$ cat src/rtl/vstat_core.sv
module vstat_core #(
  parameter int DOTS     = 341,
  parameter int LINES    = 262,
  parameter int VBL_LINE = 241,
  parameter int VBL_DOT  = 1,
  parameter int PRE_LINE = 261,
  parameter int CLR_DOT  = 1,
  parameter int NMI_DLY  = 2,
  localparam int LINE_W  = $clog2(LINES),
  localparam int DOT_W   = $clog2(DOTS)
) (
  input  logic              clk,
  input  logic              rst_n,
  input  logic [LINE_W-1:0] line,
  input  logic [DOT_W-1:0]  dot,
  input  logic              rd_stb,
  input  logic              nmi_en,
  input  logic              bg_opaque,
  input  logic              spr0_opaque,
  output logic [7:0]        rd_data,
  output logic              nmi_n
);

  localparam int AGE_W = $clog2(NMI_DLY + 1);

  logic             vb, hit, sup;
  logic [AGE_W-1:0] age;
  logic             set_pos, clr_pos, armed;

  assign set_pos = (line == LINE_W'(VBL_LINE)) && (dot == DOT_W'(VBL_DOT));
  assign clr_pos = (line == LINE_W'(PRE_LINE)) && (dot == DOT_W'(CLR_DOT));
  assign armed   = (age == AGE_W'(NMI_DLY));

  always_ff @(posedge clk or negedge rst_n) begin
    if (!rst_n) begin
      vb  <= 1'b0;
      hit <= 1'b0;
      sup <= 1'b0;
      age <= '0;
    end else if (clr_pos) begin
      vb  <= 1'b0;
      hit <= 1'b0;
      sup <= 1'b0;
      age <= '0;
    end else begin
      if (set_pos && !rd_stb) vb <= 1'b1;
      else if (rd_stb)        vb <= 1'b0;

      if (set_pos)             age <= '0;
      else if (vb && !armed)   age <= age + 1'b1;

      if (rd_stb && (set_pos || (vb && !armed))) sup <= 1'b1;

      if (bg_opaque && spr0_opaque) hit <= 1'b1;
    end
  end

  assign rd_data = {vb, hit, 6'b0};
  assign nmi_n   = !(vb && nmi_en && armed && !sup);

endmodule

$ cat config.mk
export PLATFORM = sky130hd
export DESIGN_NAME = vstat_core
export DESIGN_NICKNAME = d
export VERILOG_FILES = /design/src/rtl/vstat_core.sv
export SDC_FILE = /design/constraint.sdc
export NUM_CORES = 1
export LEC_CHECK = 0
export CAP_MARGIN = 20
export CORE_AREA = 2 2 39 41
export DETAILED_ROUTE_END_ITERATION = 7
export DIE_AREA = 0 0 41 43
export DONT_BUFFER_PORTS = 1
export HOLD_SLACK_MARGIN = 0.15
export PLACE_DENSITY = 0.52
export RECOVER_POWER = 100
export SLEW_MARGIN = 20
export SYNTH_ARGS = -nofsm -noshare
export SYNTH_HDL_FRONTEND = slang
export SYNTH_SLANG_ARGS = --single-unit
$ cat constraint.sdc
create_clock -name clk -period 2.6 [get_ports clk]
set_clock_uncertainty 0.2 [all_clocks]
set_input_delay 0 -clock clk [delete_from_list [all_inputs] [get_ports clk]]
set_output_delay 0 -clock clk [all_outputs]
set_load 0.01 [all_outputs]
Word-level counts from Yosys, hierarchy flattened:

Cells that the tools add are included.

* flip-flop bits (word level): 5
* bits of input ports: 24
* output and inout port bits: 9
* word-level logic and storage cells: 37

* $add $sub $neg: 1
* eq/ne operators: 4
* mux-type cells: 10
* reduce and logical (&&, ||, !) cells: 18

Operators with widths (count)
* $eq A9 B1 Y1 const B: 1
* $eq A9 B8 Y1 const B: 1
* $eq A9 B9 Y1 const B: 1
* $logic_and A1 B1 Y1: 9
* $mux W1: 7
* $mux W2: 3
* $reduce_bool A3 Y1: 2
* $logic_not A1 Y1: 4
* $reduce_bool A2 Y1: 2
* $add A2 B1 Y2 const B: 1
* $eq A2 B2 Y1 const B: 1
* $logic_or A1 B1 Y1: 1

Depth between registers and ports, before layout:

* word-level depth: 7
* mapped depth: 5
* mapped depth without buffers: 5

Worst setup path after synthesis:

OpenSTA, ideal clock, no wires.

* kind: flip-flop to flip-flop
* start: reg age[0]
* end: reg age[1]
* library setup time: 0.123 ns
* arrival: 1.040 ns
* data required time: 2.277 ns
* slack: 1.238 ns
* cell stages (with the launch flop): 6
* path buffers: 0
* cells stage by stage: dfrtp_1 -> inv_1 -> ha_1 -> nor2b_1 -> mux2i_1 -> nor2_1

* longest elaborated chain between the ends: 4
* elaborated cells on any way between the ends: 8

RTL lines
* from (decl): RTL line 27 `logic [AGE_W-1:0] age;`
* from (signal assigned): RTL line 50 `else if (vb && !armed) age <= age + 1'b1;`
* $add A2 B1 Y2 / $eq A2 B2 Y1 (equally long branches): RTL line 50, 32
* $mux W2 / $logic_not A1 Y1 (equally long branches): RTL line 50
* $mux W2 / $logic_and A1 B1 Y1 (equally long branches): RTL line 49, 50
* $mux W2 / $reduce_bool A3 Y1 (equally long branches)

Parallel ways exist; a longest one is shown, timed or not. The select of a mux whose other input is x is not followed.
A chain may end at the register's enable or synchronous reset.

Worst setup path in the final report:

* start: in line[2]
* end: reg sup

* longest elaborated chain between the ends: 5
* elaborated cells on any way between the ends: 8

RTL lines
* from (decl): RTL line 14 `input logic [LINE_W-1:0] line,`
* $eq A9 B8 Y1: RTL line 30 `assign set_pos = (line == LINE_W'(VBL_LINE)) && (dot == DOT_W'(VBL_DOT));`
* $logic_and A1 B1 Y1: RTL line 30
* $logic_or A1 B1 Y1: RTL line 52 `if (rd_stb && (set_pos || (vb && !armed))) sup <= 1'b1;`
* $logic_and A1 B1 Y1: RTL line 52
* $reduce_bool A2 Y1 (no line)
* to (signal assigned): RTL line 38 `sup <= 1'b0;`
* to (signal assigned): RTL line 43 `sup <= 1'b0;`
* to (signal assigned): RTL line 52
* to (decl): RTL line 26 `logic vb, hit, sup;`

Parallel ways exist; a longest one is shown, timed or not.

==> reports/qor.yml <==
status:
  outcome: "finished clean"
setup_path:
  worst_ep_arrival_ns: 2.48
  startpoint_type_of_the_worst_setup_path: "primary input"
  setup.worst_path.class: "primary input to flip-flop"
  worstSetupEndpointType: "flip-flop"
  critical_path_required_ns: 2.55
  timing.critical_path.fanout_max: 2
worst_hold_path:
  min-delay-path-class: "flip-flop to flip-flop"
drt:
  top_layer: "met4"
  wl_met1_um: 313
  total_routed_wirelength_um: 915
  met3WireLength_um: 89
  drt-initial-drc-count: 3
  via_count: 356
  drt-vias-per-instance: 4.811
  drt-pass1-iter-count: 4
  drt-wirelength-per-cell_um: 12.36
  drc: 0
  route.antenna.remaining_nets: 0
  met2_wirelength_um: 494
sta:
  hold-worst-slack_ns: 0.3312
  final.period_utilization_pct: 97.31
  finalWorstSetupSlack_ns: 0.06988
  finalHoldViolCount: 0
  setup_viol: 0
  finalCriticalPeriod_ns: 2.530
  rsz0062_at_grt: "no"
  slew_viol_final: 0
  maxClockFrequency_mhz: 395.2
  tns_ns: 0
floorplanning:
  die_area_um2: 1763
  vert_die_dim_um: 43
  initial_core_util_pct: 26.67
  fp.coreArea_um2: 1384
  die_width_um: 41
  num_io_pins: 33
  fp-row-count: 14
finish:
  area_growth_pct: 46.10
  fillerInstances: 148
  finish.instance_area_um2: 539.3
  share_of_layout_cells_above_drive_strength_1_pct: 12.07
  final_cell_count_no_fill: 74
  net_total_in_the_final_layout: 84
  num_antenna_cells: 0
cts:
  post_cts_setup_buffers: 0
  cts.reportedPaths.clkPinSlew_ns: 0.04
  htree_levels: 1
  tritoncts: "done"
  ctsLongestPathBuffers: 2
  insertion_delay_ns: 0.24
  cts-buffers-inserted: 3
  root_buffer: "sky130_fd_sc_hd__clkbuf_4"
  cts.sinks: 5
grt:
  grt_pass1_wl_um: 1262
  global_route.usage.total_pct: 11.19
  grt_max_degree: 6
  antenna_found_initial: 0
  vias_in_the_first_global_route: 319
  grt.overflow.total: 0
placed_design:
  dp_hpwl_um: 580.3
  routabilityCongestion: 0.5883
  post_dp_cell_area_um2: 347.8
  dp_worst_setup_slack_ns: 1.146
  io_buffers: 0
  dp.cells: 54
power:
  p_per_area_nw_per_um2: 347.3
  total_leakage_power_uw: 0.0002118
  vdd.ir_drop.worst_mv: 0.1105
job:
  drv.max_cap_violation_count: 0
yosys:
  synthDominantCellAreaShare_pct: 33.90
  number_of_enable_flip_flop_cells_after_synthesis: 0
  synth_area_um2: 369.1
  yosysSeqAreaShare_pct: 33.90
  syn-instance-count: 41
  postSynthAreaPerCell_um2: 9.003
  asyncSetResetFlopFracSynth_pct: 100.0
  synth_most_common_cell: "sky130_fd_sc_hd__buf_4"
  synth.ff_latch_count: 5
  synth_top_flop_cell: "sky130_fd_sc_hd__dfrtp_1"
  number_of_library_cell_types_mapped_by_synthesis: 19
  synth_area_leaders: "sky130_fd_sc_hd__dfrtp_1, sky130_fd_sc_hd__buf_4, sky130_fd_sc_hd__nor4b_2"
  synth.top_cells.by_count: "sky130_fd_sc_hd__buf_4, sky130_fd_sc_hd__nor2_1, sky130_fd_sc_hd__dfrtp_1, sky130_fd_sc_hd__a21oi_1"
  ys.warnings.count: 0
  synth_top_area_cell: "sky130_fd_sc_hd__dfrtp_1"
## what timing repair did
item / CTS / global route
setup endpoints to repair: 0 / 2
hold buffers: 17 / 0
resized for setup: 0 / 1
endpoints found under the hold margin: 11 / 0
## final timing paths
check | end | from | slack, ns | depth (start not counted)
hold / removal | age[1] | age[1] | 0.33 | 2
setup reg to reg | hit | hit | 0.53 | 4
hold reg to reg | age[1] | age[1] | 0.33 | 2
max in group asynchronous | age[0] | rst_n | 1.59 | 2
setup / recovery | sup | line[2] | 0.07 | 6
min in group asynchronous | vb | rst_n | 0.40 | 2
## power by group
group          leakage, µW  switching (µW)  internal [µW]
Combinational     0.000143            8.89           10.7
Sequential       0.0000542          0.0203           78.2
Clock            0.0000150            31.5           58.0
Total             0.000212            40.4            147
## flip-flops by register name, summed over array words and instances, names as in the netlist
signal	count
vb	1
sup	1
hit	1
age	2
## cells by family after synthesis
family / Yosys count / synth area share [%]
AO/OA/AOI/OAI: 5 / 8.811
adder cells (fa/ha/maj): 1 / 3.389
flip-flops: 5 / 33.90
other: 1 / 1.016
AND/OR/NAND/NOR: 17 / 29.50
XOR/XNOR: 1 / 2.373
buffers and inverters: 10 / 18.31
multiplexers: 1 / 2.712
## worst max-delay path: stages
cell                            delay (ns)
sky130_fd_sc_hd__dlygate4sd3_1        0.55
sky130_fd_sc_hd__or3_1                0.34
sky130_fd_sc_hd__dlygate4sd3_1        0.57
sky130_fd_sc_hd__or2_1                0.22
sky130_fd_sc_hd__dlygate4sd3_1        0.59
sky130_fd_sc_hd__a211oi_2             0.21
## cell type report
type                    instances  area (µm²)  share of cell area (%)
clock buffers                   4       26.28                   4.872
inverters                       2       7.507                   1.392
multi-input cells              31       200.2                   37.12
flip-flops and latches          5       125.1                   23.20
well taps                      16       20.02                   3.712
repair buffers                 16       160.2                   29.70
## metal layers
layer | track usage [%] | vias up
li1 | - | 165
met4 | 10.00 | 0
met3 | 0 | 4
met5 | 0 | -
met2 | 19.69 | 29
met1 | 10.75 | 158
## layout by cell type, fill, tap and decap left out, drive strengths merged
cell	count
a21oi	3
nor4	2
nor2b	1
nand4b	1
nor2	6
ha	1
or2	1
nand4	1
dlygate4sd3	16
o21ai	1
conb	6
inv	2
or3	1
nor4b	2
dfrtp	5
clkbuf	4
a211oi	1
xnor2	1
nand3	2
mux2i	1
## stage by stage
| stage | util (%) | power [µW] |
|---|---|---|
| floorplan | - | 92.90 |
| global placement | 25.14 | 86.35 |
| finish | 38.97 | 187.3 |
| detailed placement | 25.14 | 86.43 |
| CTS | 39.33 | 189.2 |
| global route | 38.97 | 196.6 |
No activity file was read; power rests on OpenSTA's default activity.
